**src/rtl/swc_pkg.sv**
```systemverilog
package swc_pkg;
    typedef enum logic [1:0] {
        ST_RUN     = 2'd0,
        ST_STOPPED = 2'd1,
        ST_WARMING = 2'd2
    } swc_state_e;

    typedef enum logic {
        SRC_XTAL = 1'b0,
        SRC_RING = 1'b1
    } swc_src_e;

    typedef struct packed {
        logic ring_sel;
        logic ref_in_stop;
    } swc_ctrl_t;
endpackage

```
**src/rtl/swc_unlock.sv**
```systemverilog
module swc_unlock #(
    parameter int UNLOCK_CYC = 4
) (
    input  logic clk,
    input  logic rst_n,
    input  logic ta_strobe,
    input  logic wr_en,
    output logic wr_ok
);
    localparam int CW = $clog2(UNLOCK_CYC + 1);

    logic [CW-1:0] win_cnt;

    assign wr_ok = wr_en && (win_cnt != '0);

    always_ff @(posedge clk) begin
        if (!rst_n)
            win_cnt <= '0;
        else if (ta_strobe)
            win_cnt <= CW'(UNLOCK_CYC);
        else if (wr_ok)
            win_cnt <= '0;
        else if (win_cnt != '0)
            win_cnt <= win_cnt - 1'b1;
    end

    AST_WINDOW_SINGLE_USE: assert property (@(posedge clk) disable iff (!rst_n)
        (wr_ok && !ta_strobe) |=> !wr_ok);
    AST_STROBE_OPENS: assert property (@(posedge clk) disable iff (!rst_n)
        (ta_strobe && !wr_ok) |=> (wr_en -> wr_ok));
endmodule

```
**src/rtl/swc_ctrl_reg.sv**
```systemverilog
module swc_ctrl_reg
    import swc_pkg::*;
(
    input  logic      clk,
    input  logic      por_n,
    input  logic      rst_n,
    input  logic      wr_ok,
    input  swc_ctrl_t wr_data,
    output swc_ctrl_t ctrl_q
);
    // Ring select: cleared by power-on reset only
    always_ff @(posedge clk) begin
        if (!por_n)
            ctrl_q.ring_sel <= 1'b0;
        else if (rst_n && wr_ok)
            ctrl_q.ring_sel <= wr_data.ring_sel;
    end

    // Reference enable: cleared by any reset
    always_ff @(posedge clk) begin
        if (!por_n || !rst_n)
            ctrl_q.ref_in_stop <= 1'b0;
        else if (wr_ok)
            ctrl_q.ref_in_stop <= wr_data.ref_in_stop;
    end

    AST_SEL_SURVIVES_RST: assert property (@(posedge clk) disable iff (!por_n)
        (!rst_n) |=> $stable(ctrl_q.ring_sel));
    AST_LOCKED_NO_CHANGE: assert property (@(posedge clk) disable iff (!por_n || !rst_n)
        (!wr_ok) |=> $stable(ctrl_q));
endmodule

```
**src/rtl/swc_fsm.sv**
```systemverilog
module swc_fsm
    import swc_pkg::*;
(
    input  logic clk,
    input  logic rst_n,
    input  logic stop_req,
    input  logic wake_evt,
    input  logic xtal_ready,
    input  logic ring_sel,
    input  logic ref_in_stop,
    input  logic pf_req_in,
    output logic core_run,
    output logic clk_sel,
    output logic bg_en,
    output logic pf_req_out
);
    swc_state_e state_q, state_d;
    swc_src_e   src_q, src_d;

    // Next state and clock source
    always_comb begin
        state_d = state_q;
        src_d   = src_q;
        unique case (state_q)
            ST_RUN: begin
                if (stop_req)
                    state_d = ST_STOPPED;
                else if (src_q == SRC_RING && xtal_ready)
                    src_d = SRC_XTAL;
            end
            ST_STOPPED: begin
                if (wake_evt) begin
                    if (xtal_ready) begin
                        state_d = ST_RUN;
                        src_d   = SRC_XTAL;
                    end else if (ring_sel) begin
                        state_d = ST_RUN;
                        src_d   = SRC_RING;
                    end else begin
                        state_d = ST_WARMING;
                        src_d   = SRC_XTAL;
                    end
                end
            end
            ST_WARMING: begin
                if (xtal_ready)
                    state_d = ST_RUN;
            end
            default: begin
                state_d = ST_RUN;
                src_d   = SRC_XTAL;
            end
        endcase
    end

    // State register
    always_ff @(posedge clk) begin
        if (!rst_n) begin
            state_q <= ST_RUN;
            src_q   <= SRC_XTAL;
        end else begin
            state_q <= state_d;
            src_q   <= src_d;
        end
    end

    // Outputs
    always_comb begin
        core_run   = (state_q == ST_RUN);
        clk_sel    = src_q;
        bg_en      = (state_q != ST_STOPPED) || ref_in_stop;
        pf_req_out = pf_req_in && bg_en;
    end

    AST_STOP_HALTS: assert property (@(posedge clk) disable iff (!rst_n)
        (state_q == ST_RUN && stop_req) |=> !core_run);
    AST_WARM_HOLDS: assert property (@(posedge clk) disable iff (!rst_n)
        (state_q == ST_WARMING && !xtal_ready) |=> (!core_run && clk_sel == SRC_XTAL));
    AST_RING_START: assert property (@(posedge clk) disable iff (!rst_n)
        (state_q == ST_STOPPED && wake_evt && ring_sel && !xtal_ready)
        |=> (core_run && clk_sel == SRC_RING));
    AST_XTAL_HANDOVER: assert property (@(posedge clk) disable iff (!rst_n)
        (core_run && clk_sel == SRC_RING && xtal_ready && !stop_req)
        |=> (core_run && clk_sel == SRC_XTAL));
    AST_WARM_WAKE_XTAL: assert property (@(posedge clk) disable iff (!rst_n)
        (state_q == ST_STOPPED && wake_evt && xtal_ready)
        |=> (core_run && clk_sel == SRC_XTAL));
    AST_WAKE_IN_RUN: assert property (@(posedge clk) disable iff (!rst_n)
        (core_run && clk_sel == SRC_XTAL && wake_evt && !stop_req)
        |=> (core_run && clk_sel == SRC_XTAL));
    AST_PF_BLOCKED: assert property (@(posedge clk) disable iff (!rst_n)
        (state_q == ST_STOPPED && !ref_in_stop) |-> (!bg_en && !pf_req_out));
endmodule

```
**src/rtl/stop_wake_clkctl.sv**
```systemverilog
module stop_wake_clkctl
    import swc_pkg::*;
#(
    parameter int UNLOCK_CYC = 4
) (
    input  logic       clk,
    input  logic       por_n,
    input  logic       rst_n,
    input  logic       stop_req,
    input  logic       wake_evt,
    input  logic       xtal_ready,
    input  logic       pf_req_in,
    input  logic       ta_strobe,
    input  logic       wr_en,
    input  logic [1:0] wr_data,
    output logic       core_run,
    output logic       clk_sel,
    output logic       bg_en,
    output logic       pf_req_out,
    output logic [1:0] ctrl_rd
);
    logic      any_rst_n;
    logic      wr_ok;
    swc_ctrl_t ctrl_q;

    assign any_rst_n = por_n && rst_n;
    assign ctrl_rd   = ctrl_q;

    swc_unlock #(.UNLOCK_CYC(UNLOCK_CYC)) u_unlock (
        .clk       (clk),
        .rst_n     (any_rst_n),
        .ta_strobe (ta_strobe),
        .wr_en     (wr_en),
        .wr_ok     (wr_ok)
    );

    swc_ctrl_reg u_ctrl (
        .clk     (clk),
        .por_n   (por_n),
        .rst_n   (rst_n),
        .wr_ok   (wr_ok),
        .wr_data (swc_ctrl_t'(wr_data)),
        .ctrl_q  (ctrl_q)
    );

    swc_fsm u_fsm (
        .clk         (clk),
        .rst_n       (any_rst_n),
        .stop_req    (stop_req),
        .wake_evt    (wake_evt),
        .xtal_ready  (xtal_ready),
        .ring_sel    (ctrl_q.ring_sel),
        .ref_in_stop (ctrl_q.ref_in_stop),
        .pf_req_in   (pf_req_in),
        .core_run    (core_run),
        .clk_sel     (clk_sel),
        .bg_en       (bg_en),
        .pf_req_out  (pf_req_out)
    );

    AST_RESET_RUN: assert property (@(posedge clk)
        (!any_rst_n) |=> (core_run && !clk_sel && bg_en));
endmodule

```
**config.mk**
```make
export PLATFORM = sky130hd
export DESIGN_NAME = stop_wake_clkctl
export DESIGN_NICKNAME = d
export VERILOG_FILES = /design/src/rtl/swc_pkg.sv /design/src/rtl/swc_unlock.sv /design/src/rtl/swc_ctrl_reg.sv /design/src/rtl/swc_fsm.sv /design/src/rtl/stop_wake_clkctl.sv
export SDC_FILE = /design/constraint.sdc
export NUM_CORES = 1
export LEC_CHECK = 0
export ABC_AREA = 1
export CAP_MARGIN = 20
export CORE_AREA = 2 2 39 41
export CTS_CLUSTER_SIZE = 8
export DETAILED_ROUTE_END_ITERATION = 8
export DIE_AREA = 0 0 41 43
export PLACE_DENSITY_LB_ADDON = 0.05
export SKIP_LAST_GASP = 1
export SLEW_MARGIN = 20
export SYNTH_ARGS = -nofsm -noshare
export SYNTH_HDL_FRONTEND = slang
export SYNTH_SLANG_ARGS = --single-unit
```
**constraint.sdc**
```tcl
create_clock -name clk -period 1.9 [get_ports clk]
set_input_delay 0.285 -clock clk [delete_from_list [all_inputs] [get_ports clk]]
set_output_delay 0.285 -clock clk [all_outputs]
set_load 0.01 [all_outputs]
```
==> results.sh <==
export IMPL_critPathCaptureType="primary output"
export IMPL_worst_hold_path_num_cells=2
export IMPL_grt_max_degree=6
export IMPL_yosysWarnings=0
export IMPL_die_w_microns=41
export IMPL_finish_utilization=0.4855
export IMPL_layout_common_cells="clkdlybuf4s50_1 (16), nand2_1 (15), inv_1 (12), dfxtp_1 (7), a21oi_1 (6)"
export IMPL_io_pin_count=17
export IMPL_fin_crit_ps=1790
export IMPL_area_growth_pct=39.12
export IMPL_remaining_drc_errors=0
export IMPL_slew_headroom=0.8904
export IMPL_hold_path_class="reg2reg"
export IMPL_globalRouteTotalUtil=0.1358
export IMPL_hold_end="u_unlock.win_cnt[0]"
export IMPL_clkSinkCount=8
export IMPL_syn_area_sq_um=483.0
export IMPL_synthSimpleGateAreaFrac=0.3705
export IMPL_place_gp_congestion=0.7117
export IMPL_seq_area_frac_synth=0.3316
export IMPL_ys_ff_latch=8
export IMPL_num_rows=14
export IMPL_worst_r2r_cell_count=8
export IMPL_synthXorXnorAreaFrac=0.01813
export IMPL_via_per_inst=4.308
export IMPL_portBuffers=16
export IMPL_synth_top_area_cell="dfxtp_1"
export IMPL_crit_path_frequent_cell="inv_2"
export IMPL_drive_gt1_frac=0.1705
export IMPL_reg2reg_to="u_unlock.win_cnt[1]"
export IMPL_cts_root_buf="clkbuf_4"
export IMPL_start_util=0.3490
export IMPL_setup_viol=0
export IMPL_synth_top_family_by_area="simple AND/OR/NAND/NOR gates"
export IMPL_n_fill_cell=158
export IMPL_hold_start="u_unlock.win_cnt[0]"
export IMPL_r2r_start="u_unlock.win_cnt[0]"
export IMPL_finalSetupTns_ps=0
export IMPL_p_per_area_nw_per_um2=573.8
export IMPL_fin_crit_sh=0.9423
export IMPL_routedWlPerCell_microns=9.038
export IMPL_tightest_slew_ps=164.2
export IMPL_antenna_cells=0
export IMPL_peakVddDrop_mv=0.3728
export IMPL_path_clk_slew_ps=50
export IMPL_clk_path_buf_depth=2
export IMPL_critical_path_peak_fanout=4
export IMPL_grt_pass1_wl_mm=1.531
export IMPL_first_pass_iters=3
export IMPL_synthAdderAreaFrac=0.05181
export IMPL_drv_cap=0
export IMPL_crit_slowest_cell="clkdlybuf4s50_1"
export IMPL_synth_compound_area_frac=0.07254
export IMPL_clk_latency_ps=260
export IMPL_path_class="reg2out"
export IMPL_reg2reg_slack_ps=770
export IMPL_syn_nets=84
export IMPL_synth_cells=71
export IMPL_final_common_cell="clkdlybuf4s50_1"
export IMPL_final_max_slew_viol_count=0
export IMPL_die_area_sq_um=1763
export IMPL_place_area_sq_um=648.1
export IMPL_synth_mux_area_frac=0
export IMPL_critical_path_required_ps=1620
export IMPL_path_cells="inv_2, nand2_1, or2_4, nand2_2, inv_2, clkdlybuf4s50_1"
export IMPL_cts_setup_buffers=0
export IMPL_design_core_area_sq_um=1384
export IMPL_hold_viol_final=0
export IMPL_synthTopCellsByArea="dfxtp_1 (33%), nand2_1 (12%), inv_1 (9.3%)"
export IMPL_avgSynthCellArea_sq_um=6.802
export IMPL_dp_hpwl_microns=762.3
export IMPL_grt_overflow=0
export IMPL_wirelength_microns=940
export IMPL_fin_skew_ps=10.40
export IMPL_finalNetCount=103
export IMPL_synth_cell_types=18
export IMPL_worstPathArrival_ps=1510
export IMPL_leakage_nw=0.3066
export IMPL_die_y_microns=43
export IMPL_grt_setup_unrepaired="no"
export IMPL_fmax_mhz=558.6
export IMPL_drtIter0Drc=4
export IMPL_routed_via_count=448
export IMPL_critPathLaunchType="register"
export IMPL_finalInstanceArea_sq_um=671.9
export IMPL_grt_pass1_vias=375
export IMPL_cts_tree="built"
export IMPL_status="completed"
export IMPL_ant_nets=0
export IMPL_htreeDepth=1
export IMPL_synth_top_area_frac=0.3316
export IMPL_cts_buffers_inserted=3
export IMPL_antenna_found_initial=0
export IMPL_worst_path_largest_cell_delay_ps=460
## how the worst max path moves through the flow
stage | startpoint | to | slack, ps
floorplan | u_fsm.state_q[0] | pf_req_out | 800
global placement | pf_req_in | pf_req_out | 260
detailed placement | pf_req_in | pf_req_out | 260
global route | u_fsm.state_q[1] | pf_req_out | 8
CTS | u_fsm.state_q[0] | pf_req_out | 30
finish | u_fsm.state_q[1] | pf_req_out | 110
## timing repair
action / in CTS / in global routing
endpoints found under the setup margin: 0 / 1
hold buffers: 0 / 0
gates resized for setup: 0 / 1
## cell families (layout without fill, tap and decap cells)
logic type | after synthesis | count (layout)
compound gates | 7 | 7
fa+ha+maj | 2 | 2
flops | 8 | 8
simple gates | 35 | 35
xor+xnor | 1 | 1
buf+inv | 18 | 35
## registers in the layout, indices dropped and copies added (netlist names)
signal            cells
u_fsm.clk_sel         1
u_unlock.win_cnt      3
u_fsm.state_q         2
u_ctrl.ctrl_q         2
## synthesized netlist by cell type (all sizes together)
master,instances
a21oi,6
buf,2
dfxtp,8
ha,2
inv,16
nand2,16
nand3,6
nand4,2
nor2,9
o21ai,1
or2,2
xor2,1
## report_power, final
group | total (mW) | switching [mW] | internal (mW)
sequential | 0.178 | 0.00483 | 0.173
combinational | 0.0744 | 0.0327 | 0.0417
clock | 0.134 | 0.0610 | 0.0725
total | 0.386 | 0.0986 | 0.287
## final cells by class
class	instances	area (sq um)	area share
multi-input cells	45	247.7	0.3687
flip-flops and latches	8	161.4	0.2402
repair buffers	16	160.2	0.2384
inverters	16	60.06	0.08939
clock buffers	3	22.52	0.03352
well taps	16	20.02	0.02980
## critical path: cells and delay by family, from the launching register on
kind / cells / cell delay [ps]
DFF: 1 / 340
buffers and inverters: 3 / 570
and+or+nand+nor: 3 / 350
## metrics by stage
step / total power [mW] / setup slack (ps) / hold slack (ps) / std cells
final: 0.3856 / 109.7 / 457.5 / 104
after global routing: 0.4130 / 7.828 / 475.6 / 104
after CTS: 0.3956 / 32.63 / 462.4 / 104
after detailed placement: 0.2558 / 255.1 / 453.1 / 101
after global placement: 0.2561 / 258.8 / 448.8 / 101
after floorplan: 0.2196 / 804.3 / 405.4 / 71
## metal layers
layer	GRT usage	share of wire
met1	0.1748	0.50
met5	0	0
met3	0.09424	0.093
met2	0.1688	0.40
met4	0.06000	0.011
Power figures use the tool's default switching activity.
